File: src/rtl/pk_addsub_pkg.sv
package pk_addsub_pkg;
  typedef enum logic [1:0] {
    HOP_ADD = 2'd0,
    HOP_SUB = 2'd1,
    HOP_XAS = 2'd2,   // lo = n.lo + m.hi, hi = n.hi - m.lo
    HOP_XSA = 2'd3    // lo = n.lo - m.hi, hi = n.hi + m.lo
  } hop_e;
endpackage

File: src/rtl/pk_addsub_lane.sv
module pk_addsub_lane #(
  parameter int W = 16
) (
  input  logic [W-1:0] a,
  input  logic [W-1:0] b,
  input  logic         sub,
  input  logic         sat,
  output logic [W-1:0] res,
  output logic         nonneg
);
  localparam logic signed [W:0] LMAX = {2'b00, {(W-1){1'b1}}};
  localparam logic signed [W:0] LMIN = {2'b11, {(W-1){1'b0}}};

  logic signed [W:0] a_x, b_x, full;

  always_comb begin
    a_x  = {a[W-1], a};
    b_x  = {b[W-1], b};
    full = sub ? (a_x - b_x) : (a_x + b_x);
    if (sat && (full > LMAX))      res = LMAX[W-1:0];
    else if (sat && (full < LMIN)) res = LMIN[W-1:0];
    else                           res = full[W-1:0];
    nonneg = ~full[W];
  end
endmodule

File: src/rtl/pk_addsub_bytes.sv
module pk_addsub_bytes #(
  parameter int DATA_W = 32
) (
  input  logic [DATA_W-1:0]   a,
  input  logic [DATA_W-1:0]   b,
  output logic [DATA_W-1:0]   sum,
  output logic [DATA_W/8-1:0] carry
);
  localparam int NB = DATA_W / 8;

  for (genvar k = 0; k < NB; k++) begin : g_byte
    logic [8:0] s9;
    assign s9           = {1'b0, a[8*k +: 8]} + {1'b0, b[8*k +: 8]};
    assign sum[8*k +: 8] = s9[7:0];
    assign carry[k]      = s9[8];
  end
endmodule

File: src/rtl/pk_addsub.sv
module pk_addsub #(
  parameter int DATA_W = 32
) (
  input  logic                clk,
  input  logic                rst_n,
  input  logic                op_en,
  input  logic [DATA_W-1:0]   n_opd,
  input  logic [DATA_W-1:0]   m_opd,
  input  logic [1:0]          op_sel,
  input  logic                sat_sel,
  input  logic                byte_sel,
  output logic [DATA_W-1:0]   result,
  output logic [DATA_W/8-1:0] flags,
  output logic                flag_we
);
  import pk_addsub_pkg::*;

  localparam int HALF_W = DATA_W / 2;
  localparam int FLAG_W = DATA_W / 8;
  localparam int FPH    = FLAG_W / 2;

  hop_e              op;
  logic [HALF_W-1:0] n_lo, n_hi, m_lo, m_hi;
  logic [HALF_W-1:0] lo_b, hi_b, lo_res, hi_res;
  logic              lo_sub, hi_sub, lo_nn, hi_nn;
  logic [DATA_W-1:0] byte_sum;
  logic [FLAG_W-1:0] byte_cy;

  logic [DATA_W-1:0] result_nxt;
  logic [FLAG_W-1:0] flags_nxt;
  logic              upd_flags;

  // Lane routing: straight ops pair like halves, exchange ops cross them.
  always_comb begin
    op   = hop_e'(op_sel);
    n_lo = n_opd[HALF_W-1:0];
    n_hi = n_opd[DATA_W-1:HALF_W];
    m_lo = m_opd[HALF_W-1:0];
    m_hi = m_opd[DATA_W-1:HALF_W];
    lo_b = ((op == HOP_ADD) || (op == HOP_SUB)) ? m_lo : m_hi;
    hi_b = ((op == HOP_ADD) || (op == HOP_SUB)) ? m_hi : m_lo;
    lo_sub = (op == HOP_SUB) || (op == HOP_XSA);
    hi_sub = (op == HOP_SUB) || (op == HOP_XAS);
  end

  pk_addsub_lane #(.W(HALF_W)) i_lane_lo (
    .a(n_lo), .b(lo_b), .sub(lo_sub), .sat(sat_sel), .res(lo_res), .nonneg(lo_nn)
  );

  pk_addsub_lane #(.W(HALF_W)) i_lane_hi (
    .a(n_hi), .b(hi_b), .sub(hi_sub), .sat(sat_sel), .res(hi_res), .nonneg(hi_nn)
  );

  pk_addsub_bytes #(.DATA_W(DATA_W)) i_bytes (
    .a(n_opd), .b(m_opd), .sum(byte_sum), .carry(byte_cy)
  );

  // Next-state selection
  always_comb begin
    if (byte_sel) begin
      result_nxt = byte_sum;
      flags_nxt  = byte_cy;
      upd_flags  = 1'b1;
    end else begin
      result_nxt = {hi_res, lo_res};
      flags_nxt  = {{FPH{hi_nn}}, {FPH{lo_nn}}};
      upd_flags  = ~sat_sel;
    end
  end

  // State registers
  always_ff @(posedge clk or negedge rst_n) begin
    if (!rst_n) begin
      result  <= '0;
      flags   <= '0;
      flag_we <= 1'b0;
    end else begin
      flag_we <= op_en & upd_flags;
      if (op_en) begin
        result <= result_nxt;
      end
      if (op_en && upd_flags) begin
        flags <= flags_nxt;
      end
    end
  end
endmodule

File: config.mk
export PLATFORM = sky130hd
export DESIGN_NAME = pk_addsub
export DESIGN_NICKNAME = d
export VERILOG_FILES = /design/src/rtl/pk_addsub_pkg.sv /design/src/rtl/pk_addsub_lane.sv /design/src/rtl/pk_addsub_bytes.sv /design/src/rtl/pk_addsub.sv
export SDC_FILE = /design/constraint.sdc
export NUM_CORES = 1
export LEC_CHECK = 0
export CORE_MARGIN = 2
export CORE_UTILIZATION = 55
export DETAILED_ROUTE_END_ITERATION = 16
export GPL_TIMING_DRIVEN = 1
export PLACE_DENSITY = 0.86
export REMOVE_ABC_BUFFERS = 1
export SLEW_MARGIN = 10
export SYNTH_ARGS = -nofsm -noshare
export SYNTH_HDL_FRONTEND = slang
export SYNTH_SLANG_ARGS = --single-unit
File: constraint.sdc
create_clock -name clk -period 2.2 [get_ports clk]
set_input_delay 0.44 -clock clk [delete_from_list [all_inputs] [get_ports clk]]
set_output_delay 0.44 -clock clk [all_outputs]
set_load 0.1 [all_outputs]
==> run summary, run 1 <==
The H-tree was split into 2 levels. In the synthesized netlist the dominant register cell turns out to be sky130_fd_sc_hd__dfrtp_1. The share of the synthesized area in the top cell type is 15.70%, and the number of warnings reported in the yosys synthesis log is 0.

The last worst endpoint in the global-route repair_timing is result[29]$_DFFE_PN0P_/D. The cell count after synthesis came out at 754. The stage where the run came to a stop is global routing.

The overflow left after global routing was 82; the largest net degree at the start of global routing was 43. The half-perimeter wire length after placement came out at 18060 um. The number of storage elements in the synthesis netlist came out at 37. The kind of the worst endpoint is a register input. The root buffer cell chosen for the clock tree is sky130_fd_sc_hd__clkbuf_8. The cell area that synthesis handed to floorplanning was 0.005898 mm2. Pin placement for this block handled 108 I/O pins.

The tools report the number of clock sinks seen by CTS as 37. Buffers inserted during clock tree synthesis total 5. Yosys mapped a number of flops with a built-in enable equal to 0.

The number of placed instances, taps included, is 1192. The synthesized design spends more area on one cell type than any other, namely sky130_fd_sc_hd__dfrtp_1. Counting instances in the post-synthesis netlist gives the leading cell types as 86 x sky130_fd_sc_hd__a21oi_1, 69 x sky130_fd_sc_hd__ha_1, 56 x sky130_fd_sc_hd__nand2_1, 56 x sky130_fd_sc_hd__nor2_1, 54 x sky130_fd_sc_hd__o21ai_0. Of the synthesized area, sequential elements account for 15.70%.

The first error in the log reads "[ERROR GRT-0232] Routing congestion too high. Check the congestion heatmap in the GUI". Routability-driven placement finished with a final weighted congestion of 1.085. In this run, post-CTS hold repair placed 0 buffers. The placement row count is 37, and the average footprint of a synthesized cell is 7.822 um2. Horizontal extent of the die: 107.6 um. The run stopped with a tool error. The maximum clock insertion buffer count is 2. The most used standard cell by instance count after synthesis was sky130_fd_sc_hd__a21oi_1. The count of distinct cell types in the synthesized netlist is 68. The die is 107.6 um tall. After synthesis, the cell types taking the most area are sky130_fd_sc_hd__dfrtp_1 16%, sky130_fd_sc_hd__ha_1 15%, sky130_fd_sc_hd__a21oi_1 7.3%, sky130_fd_sc_hd__xnor2_1 6.4%, sky130_fd_sc_hd__mux2i_1 5.3%. For this configuration, the core starts out at a cell density of 56.88%. For the overall track demand over capacity in global routing, the log shows 76.31%. The share of flip-flops with an asynchronous set or reset came out at 100.0%. Number of I/O port buffers: 107.
[cell families after synthesis]
kind of cell,count (synthesis),synth area share (%)
AO/OA/AOI/OAI,255,27.60
AND/OR/NAND/NOR,210,17.42
XOR/XNOR,78,12.09
adder cells (fa/ha/maj),75,16.67
buffers and inverters,66,4.879
flip-flops,37,15.70
multiplexers,33,5.643
[metal layers]
layer,track usage (%),overflow
met3,59.44,0
met4,84.43,38
met5,13.33,2
met1,73.37,0
met2,94.29,42
[metrics by stage]
stage / worst slack [ns] / hold slack (ns) / area (um2)
global placement: -2.802 / 0.4634 / 8593
CTS: -1.865 / 0.2905 / 9371
detailed placement: -3.124 / 0.4694 / 8593
floorplan: -3.428 / 0.1444 / 5746
[what timing repair did]
action | CTS
gates resized for setup | 154
setup endpoints to repair | 36
cloned | 2
buffers inserted | 30
pin swaps | 77
==> run 2: changes to the inputs <==
--- a/config.mk
+++ b/config.mk
@@ -6,10 +6,10 @@
 export NUM_CORES = 1
 export LEC_CHECK = 0
 export CORE_MARGIN = 2
-export CORE_UTILIZATION = 55
+export CORE_UTILIZATION = 40
 export DETAILED_ROUTE_END_ITERATION = 16
 export GPL_TIMING_DRIVEN = 1
-export PLACE_DENSITY = 0.86
+export PLACE_DENSITY_LB_ADDON = 0.15
 export REMOVE_ABC_BUFFERS = 1
 export SLEW_MARGIN = 10
 export SYNTH_ARGS = -nofsm -noshare
==> run 2 against run 1 <==
Net effect:
- the flow now finishes, with violations (setup timing)
- synthesized area is the same
- synthesized cell count is the same
==> run summary, run 2 <==
The total overflow left after global routing is 0. The synthesis-to-layout area growth is 67.40%, and the placement-stage cell area is 0.008766 mm2. In the final layout, the share of cells above drive strength 1 is 39.80%.

The path with the worst hold slack has its endpoint at result[5]. Traced cell by cell, the critical path runs through buf_8 -> inv_6 -> ha_4 -> or2_4 -> mux2i_4 -> ha_4 -> nor3b_4 -> a22oi_2 -> nand2_1 -> xnor2_1 -> ha_1 -> o21a_1 -> o21ai_2 -> a211oi_2 -> a21oi_2 -> a21oi_2 -> xnor3_2 -> or3_4 -> a21oi_2 -> o221a_2. The data required time of the critical path is 2.44 ns. Yosys mapped a number of flops with a built-in enable equal to 0.

The aggregate negative setup slack was -65.30 ns; the proportion of power drawn by the clock network was 9.9%. After synthesis the netlist holds a flip-flop and latch count of 37. In the final layout, the registers with the most flip-flops are result (32), flags (4), flag_we (1). The run gives 0 as the number of antenna violations at the first check in global routing. The startpoint identified for the worst hold timing path is result[5]. Entering global routing, the biggest net connects 26 pins. The average footprint of a synthesized cell works out to 7.822 um2. The number of cells on the worst reg-to-reg path works out to 1. STA classifies the critical path startpoint as an input port. The logs give 0 for the number of pins with negative max-slew slack in the final report and 68 for the count of distinct cell types in the synthesized netlist.

Of the total power, registers draw 12.9%. For this design the ratio of total power to cell area is 777.1 mW/mm2. Launch instance of the worst register-to-register path: result[30].

The detail route stage leaves a number of antenna-violating nets equal to 0. Before antenna repair, the detailed router went through 5 iterations. The clock passes through at most 2 buffers. For flop-to-flop paths, the worst setup slack is 1.35 ns. The total power consumption of the routed design came out at 7.672 mW. The tools report the worst-case setup margin in the final layout as -1.916 ns. The most used standard cell by instance count after synthesis was sky130_fd_sc_hd__a21oi_1. The number of I/O port buffers is 107. For the half-perimeter wire length after placement, the log shows 18070 um.

The flow ran to the end, but the final reports show violations. The hold violation total from the final report was 0. Grouping stages by cell kind, the critical path spends the most delay in compound AO/OA/AOI/OAI gates. The tool flagged a number of max-cap violations equal to 0.

For this run, the leading register cell type out of synthesis is sky130_fd_sc_hd__dfrtp_1. The commonest non-fill, non-tap cell in the layout is sky130_fd_sc_hd__buf_4. The clock drives 37 sinks.

The register with the most flip-flops in the layout has 32 of them. Summing all non-filler instances in the final layout gives an area of 0.009873 mm2. In this run the biggest area consumer among cell types represents 15.70% of the synthesized area. The die area was 0.01573 mm2. The highest achievable clock rate was 243.0 MHz; the share of flip-flops with an asynchronous set or reset was 100.0%.

The run gives 44 as the placement row count. The horizontal extent of the die came out at 125.4 um. The worst-path cell with the longest stage delay was sky130_fd_sc_hd__or3_4. The net total in the final layout was 1264. Clock latency on the worst-skew pair, taken at its later pin, is 0.30 ns. The top-level I/O count was 108. Kind of capture point of the worst setup path: a flop.

The final reports fail on setup timing. The run gives 29.09% as the overall track demand over capacity in global routing. The path type of the worst setup path is in -> reg. Number of violations reported at the end of detailed-routing iteration 0: 320. The endpoint identified for the worst register-to-register timing path is result[30].

At the end of the flow the core is filled with cells to 68.19%. In this run the static leakage power is 4.642 nW. The layout filler cell count is 1198, and the average vias per placed instance is 5.473. Setup repair after global routing could not meet its margin everywhere. The first global-routing pass estimated 36890 um of wire.

After detailed routing, the number of remaining DRC violations is 0. The tree is rooted in a sky130_fd_sc_hd__clkbuf_16. Leaving out fill and tap cells, the most frequent cells in the layout are 298 x sky130_fd_sc_hd__buf_4, 63 x sky130_fd_sc_hd__ha_1, 60 x sky130_fd_sc_hd__clkdlybuf4s50_1, 58 x sky130_fd_sc_hd__a21oi_1, 52 x sky130_fd_sc_hd__nor2_1. The number of diodes was 0; the floorplan die height was 125.4 um. The total routed wirelength is 23390 um, and the number of instances in the synthesized netlist is 754. VDD sags by at most 0.4826 mV. The average wire length per cell after detail routing was 17.97 um.

The period utilization is 187.1%. Summing all multi-input logic gate instances after layout gives 0.005324 mm2. Number of buffers created by CTS: 5.

The final critical delay including setup and external delays is 4.116 ns, and the via count of the first global-routing pass is 7339. Cell count of the worst hold path: 1. Setup violations remaining at the end of the flow were counted as 36. For this configuration, the core starts out at a cell density of 40.74%. STA puts the critical path data arrival time at 4.36 ns.

The Yosys step of the flow raised 0 warnings. TritonCTS built the clock tree. The tools report the net switching component of the power as 3.972 mW. The finished layout holds 1302 standard cells, fillers aside.

Ranked by total cell area, the synthesized netlist is headed by sky130_fd_sc_hd__dfrtp_1 16%, sky130_fd_sc_hd__ha_1 15%, sky130_fd_sc_hd__a21oi_1 7.3%, sky130_fd_sc_hd__xnor2_1 6.4%, sky130_fd_sc_hd__mux2i_1 5.3%. For the pin with the worst max-slew slack, the measured transition is 0.4712 ns. The weighted congestion reported at the end of routability-driven placement came out at 0.9405. The internal portion of the total power is 3.700 mW. For the part of the Yosys area used for sequential elements, the log shows 15.70%. The largest single stage delay on the critical path is 0.39 ns. The total buffers and inverters traversed by the critical path is 2.

In this run, the combinational gates consume 77.2% of the power. Sorting the synthesized cells by how often they occur yields 86 x sky130_fd_sc_hd__a21oi_1, 69 x sky130_fd_sc_hd__ha_1, 56 x sky130_fd_sc_hd__nand2_1, 56 x sky130_fd_sc_hd__nor2_1, 54 x sky130_fd_sc_hd__o21ai_0. The top cell type by total area after synthesis is sky130_fd_sc_hd__dfrtp_1. The post-synthesis cell area is 0.005898 mm2, and the core area is 0.01448 mm2. Including well taps, the total number of placed cells is 1255. The tightest hold path in the finished design has a slack of 0.4932 ns. The maximum fanout along the worst path came out at 5.

The maximum clock skew at final layout was 0 ns; the clock slew at the register clock pins of the worst setup and hold paths was 0.06 ns. OpenSTA, run right after detailed placement, puts the worst setup slack at -3.097 ns. Worst slew margin relative to its limit: 68.47%.

The most numerous cell type found on the critical path is sky130_fd_sc_hd__a21oi_2. Summing all flip-flop and latch instances after layout gives 925.9 um2. CTS built an H-tree with a depth of 2. Net switching is 51.77% of the power. For the total number of vias, the log shows 7126. Counting flops per register, the top entry is result.

The path class of the tightest hold or removal check is reg -> reg.
-- run 2: how the worst max path moves through the flow --
stage	startpoint	to	slack, ns	cells after the start
finish	op_sel[1]	result[16]	-1.92	20
global route	op_sel[1]	result[23]	-2.08	20
CTS	op_sel[1]	result[3]	-1.72	22
detailed placement	op_sel[0]	result[29]	-3.10	19
global placement	op_sel[0]	result[29]	-2.89	19
floorplan	op_sel[0]	result[3]	-3.43	18
-- run 2: cell type report --
cell class | count | share of cell area (%)
Timing Repair Buffer | 382 | 31.48
Multi-Input combinational cell | 656 | 53.92
Sequential cell | 37 | 9.378
Clock buffer | 7 | 1.445
Tap cell | 184 | 2.332
Inverter | 36 | 1.445
-- run 2: metal layers --
metal | track usage (%) | vias to the layer above | share of wire [%]
met5 | 0 | - | 0
met4 | 11.44 | 0 | 3.8
met3 | 4.193 | 35 | 4.6
met2 | 48.27 | 181 | 47
met1 | 38.15 | 3425 | 45
li1 | - | 3485 | -
-- run 2: cell families after synthesis --
group / count (synthesis) / share of synthesized area (%)
AO/OA/AOI/OAI: 255 / 27.60
AND/OR/NAND/NOR: 210 / 17.42
XOR/XNOR: 78 / 12.09
buffers and inverters: 66 / 4.879
multiplexers: 33 / 5.643
adder cells (fa/ha/maj): 75 / 16.67
flip-flops: 37 / 15.70
-- run 2: repair_timing --
item	CTS	global route
setup endpoints to repair	36	36
pin swaps	82	28
hold buffers	1	0
setup buffers	29	8
cloned	5	0
resized for setup	147	38
endpoints found under the hold margin	6	0
-- run 2: power groups by stage --
| stage | sequential [mW] | clock [mW] | combinational (mW) |
|---|---|---|---|
| finish | 0.991 | 0.757 | 5.92 |
| global route | 1.01 | 0.795 | 6.29 |
| CTS | 0.989 | 0.774 | 5.67 |
| detailed placement | 0.998 | 0 | 5.03 |
| global placement | 0.988 | 0 | 4.99 |
| floorplan | 2.39 | 0 | 1.88 |
Note: power is estimated with default switching activity, not from simulation.
==> run 3: changes to the inputs <==
--- a/config.mk
+++ b/config.mk
@@ -5,12 +5,14 @@
 export SDC_FILE = /design/constraint.sdc
 export NUM_CORES = 1
 export LEC_CHECK = 0
+export CORE_ASPECT_RATIO = 0.9
 export CORE_MARGIN = 2
 export CORE_UTILIZATION = 40
 export DETAILED_ROUTE_END_ITERATION = 16
 export GPL_TIMING_DRIVEN = 1
 export PLACE_DENSITY_LB_ADDON = 0.15
 export REMOVE_ABC_BUFFERS = 1
+export SKIP_LAST_GASP = 1
 export SLEW_MARGIN = 10
 export SYNTH_ARGS = -nofsm -noshare
 export SYNTH_HDL_FRONTEND = slang
==> constraint.sdc (replaced) <==
create_clock -name clk -period 4.8 [get_ports clk]
set_input_delay 0.96 -clock clk [delete_from_list [all_inputs] [get_ports clk]]
set_output_delay 0.96 -clock clk [all_outputs]
set_load 0.1 [all_outputs]
==> run 3 against run 2 <==
Net effect:
- highest routed layer unchanged
- cell count decreased by 5.9%
- first-iteration DRC count increased by 54%
- the flow now finishes without violations
- global-route usage decreased by 1.3 points
- routed wire length decreased by 5.8%
- critical path depth increased by 1
==> run summary, run 3 (same netlist as run 2, synthesis figures left out) <==
The run finished with clean final reports. The first global-routing pass estimated 34900 um of wire. Setup slack closes at 0.1287 ns. The number of flip-flops under the largest register name is 32.

The post-detailed-route DRC marker count was 0. The number of antenna violations at the first check in global routing is 0. From bottom edge to top edge, the die measures 119.2 um. The tools report the destination of the worst register-to-register timing path as result[16]. The weighted congestion reported at the end of routability-driven placement came out at 0.9483. The tools report the number of buffers created by CTS as 5. After clock tree synthesis, the clock-pin slew on the worst setup and hold paths is 0.06 ns.

Max-cap violations in this run came to 0. The largest registers in the layout are result (32), flags (4), flag_we (1). The net total in the final layout was 1172. Register containing the most flip-flops in the final layout: result. The transition at the pin with the smallest max-transition slack was 0.9799 ns; the average wire length per cell after detail routing was 17.99 um.

The period utilization is 97.32%. The cell count of the worst hold path is 1. Using the TritonRoute via totals, the vias-per-cell ratio works out to 5.483.

The cell chosen for the clock root is sky130_fd_sc_hd__clkbuf_16. The clock passes through at most 2 buffers. 0 antenna diodes ended up in the layout.

For the worst slew margin relative to its limit, the log shows 34.47%. In this run the standard cell core region covers 0.01456 mm2. By startpoint and endpoint, the worst setup path is classified as in -> reg.

The tools report the number of violations reported at the end of detailed-routing iteration 0 as 494. The largest net degree at the start of global routing was 38. Summed over all nets, the half-perimeter wirelength after detailed placement is 17420 um. In this run the horizontal extent of the chip is 132 um.

Along the worst path, the maximum fanout reaches 7. At the end of the flow the core is filled with cells to 61.96%. The placed instances occupy a cell area of 0.008263 mm2.

Before CTS, the worst setup slack after placement is -0.8759 ns. The number of non-filler instances in the completed layout was 1225. Input and output buffers added on the ports amount to 107. After layout, the design draws a total of 3.331 mW. The area growth from synthesis to layout is 52.93%. TritonCTS built the clock tree. Setup repair after global routing could not meet its margin everywhere. The standby leakage power came out at 4.144 nW. Die area: 0.01573 mm2. The number of cells on the worst reg-to-reg path came out at 1.

The startpoint identified for the worst register-to-register timing path is result[16]. The number of pins with negative max-slew slack in the final report is 0, and the cell area after layout is 0.009020 mm2. Dividing total power by cell area gives a power density of 369.3 mW/mm2. In the global route stage, met2 resource usage came out at 45.18%.

The fraction of power spent switching nets is 51.92%, and the total number of vias is 6717. The analysis attributes to net switching a power of 1.730 mW. The via count of the first global-routing pass was 6726; the number of clock sinks seen by CTS was 37. In this run the worst hold path is classified as reg -> reg. Registers are responsible for 13.6% of the overall power. The pre-antenna-repair detailed-routing pass consisted of 5 iterations. After global routing the overflow that remains totals 0.

The initial standard-cell utilization of the core came out at 40.52%. The top cell types in the final layout, fill and taps aside, are 176 x sky130_fd_sc_hd__buf_4, 98 x sky130_fd_sc_hd__clkdlybuf4s50_1, 71 x sky130_fd_sc_hd__a21oi_1, 63 x sky130_fd_sc_hd__ha_1, 54 x sky130_fd_sc_hd__nor2_1. The run gives 108 as the top-level I/O count. STA classifies the critical path startpoint as an input port. The hold violation total from the final report is 0, and the design internal power is 1.602 mW.

The tools report the global routing usage on met3 as 5.875%. The global routing stage identified its most utilized layer as met2. The placement row count is 42. The tools report the kind of capture point of the worst setup path as a flop.

Based on the critical path, the design can be clocked at up to 214.1 MHz. The portion of total power attributed to combinational logic is 76.5%. The tools report the termination of the worst setup path as result[16]. Data arrives at the worst endpoint at 4.85 ns. The maximum clock skew at final layout came out at 0 ns. In this run the remaining antenna-violating nets after routing total 0.

The critical path starts at op_sel[0]. Data on the critical path is required at its endpoint by 4.98 ns. The maximum vdd drop was 0.2500 mV; the instance count after placement with tap cells included was 1189. Setup violations remaining at the end of the flow were counted as 0. The logs give 2 for the level count of the clock H-tree and 3.92 ns for the setup slack of the worst register-to-register path. The overall track demand over capacity in global routing is 27.83%, and the proportion of layout cells with a drive suffix above 1 is 27.26%.

The commonest non-fill, non-tap cell in the layout is sky130_fd_sc_hd__buf_4. Insertion delay of the later-clocked pin in the worst-skew pair: 0.29 ns. Summed over all layers, the routed wires come to 22040 um.

The share of total power dissipated in the clock network is 9.9%. The layout filler cell count was 1342. After clock tree synthesis, the flow added hold-fix buffers numbering 0. Global routing used 37.60% of the available met1 tracks. Subtracting the final worst setup slack from the clock period gives 4.671 ns.
[run 3: cell count changes in the layout (fill, tap and decap cells not counted), moves of 3 or more]
cell and delta:
sky130_fd_sc_hd__buf_12 -3, sky130_fd_sc_hd__dlygate4sd2_1 -3, sky130_fd_sc_hd__o21ai_1 -3, sky130_fd_sc_hd__dlymetal6s2s_1 +5, sky130_fd_sc_hd__nand2_1 +7, sky130_fd_sc_hd__nand2_2 -7
sky130_fd_sc_hd__a21oi_2 -12, sky130_fd_sc_hd__a21oi_1 +13, sky130_fd_sc_hd__buf_4 -122, sky130_fd_sc_hd__clkdlybuf4s50_1 +38
[run 3: worst min path at each step]
stage	startpoint	endpoint	slack (ns)
detailed placement	result[5]	result[5]	0.47
CTS	result[5]	result[5]	0.48
global placement	flags[2]	flags[2]	0.46
global route	result[5]	result[5]	0.51
finish	result[5]	result[5]	0.48
floorplan	rst_n	flag_we	0.66
[run 3: power by group through the flow]
stage	Sequential [mW]	Combinational [mW]	Clock (mW)
after global routing	0.462	2.71	0.351
after floorplan	1.10	0.861	0
after CTS	0.451	2.41	0.339
final	0.453	2.55	0.331
after detailed placement	0.455	2.30	0
after global placement	0.452	2.28	0
[run 3: stage by stage]
step,hold slack (ns),setup TNS [ns]
after global placement,0.4644,-25.40
after floorplan,0.6644,-40.35
after global routing,0.5139,-0.4643
after CTS,0.4826,-0.004488
after detailed placement,0.4699,-28.34
final,0.4816,0
[run 3: critical path, stage by stage]
cell and delay, ns:
sky130_fd_sc_hd__buf_8 0.08, sky130_fd_sc_hd__inv_2 0.04, sky130_fd_sc_hd__ha_4 0.15, sky130_fd_sc_hd__or2_4 0.28, sky130_fd_sc_hd__mux2i_2 0.22, sky130_fd_sc_hd__ha_2 0.25, sky130_fd_sc_hd__nor3b_4 0.19, sky130_fd_sc_hd__a22oi_2 0.11
sky130_fd_sc_hd__nor4_2 0.33, sky130_fd_sc_hd__nor2_1 0.09, sky130_fd_sc_hd__xor2_1 0.17, sky130_fd_sc_hd__ha_1 0.32, sky130_fd_sc_hd__a21o_1 0.20, sky130_fd_sc_hd__a2111oi_4 0.30, sky130_fd_sc_hd__a21oi_2 0.10, sky130_fd_sc_hd__xnor2_1 0.20
sky130_fd_sc_hd__buf_4 0.18, sky130_fd_sc_hd__and3_4 0.27, sky130_fd_sc_hd__buf_6 0.12, sky130_fd_sc_hd__a21oi_1 0.03, sky130_fd_sc_hd__o221a_2 0.23
[run 3: metal layers]
metal	up-vias	share of wire, %
li1	3294	-
met1	3208	47
met2	195	46
met3	20	6.1
met4	0	1.6
met5	-	0
[run 3: layout make-up]
type | count | area (um2) | area share [%]
repair buffers | 292 | 2502 | 27.74
flip-flops and latches | 37 | 925.9 | 10.26
multi-input cells | 654 | 5070 | 56.21
inverters | 36 | 137.6 | 1.526
well taps | 198 | 247.7 | 2.747
clock buffers | 8 | 136.4 | 1.512
[run 3: timing repair]
action | in CTS | in global routing
cloned | 3 | 0
resized for setup | 49 | 71
pin swaps | 26 | 37
setup endpoints to repair | 36 | 36
buffers inserted | 17 | 10
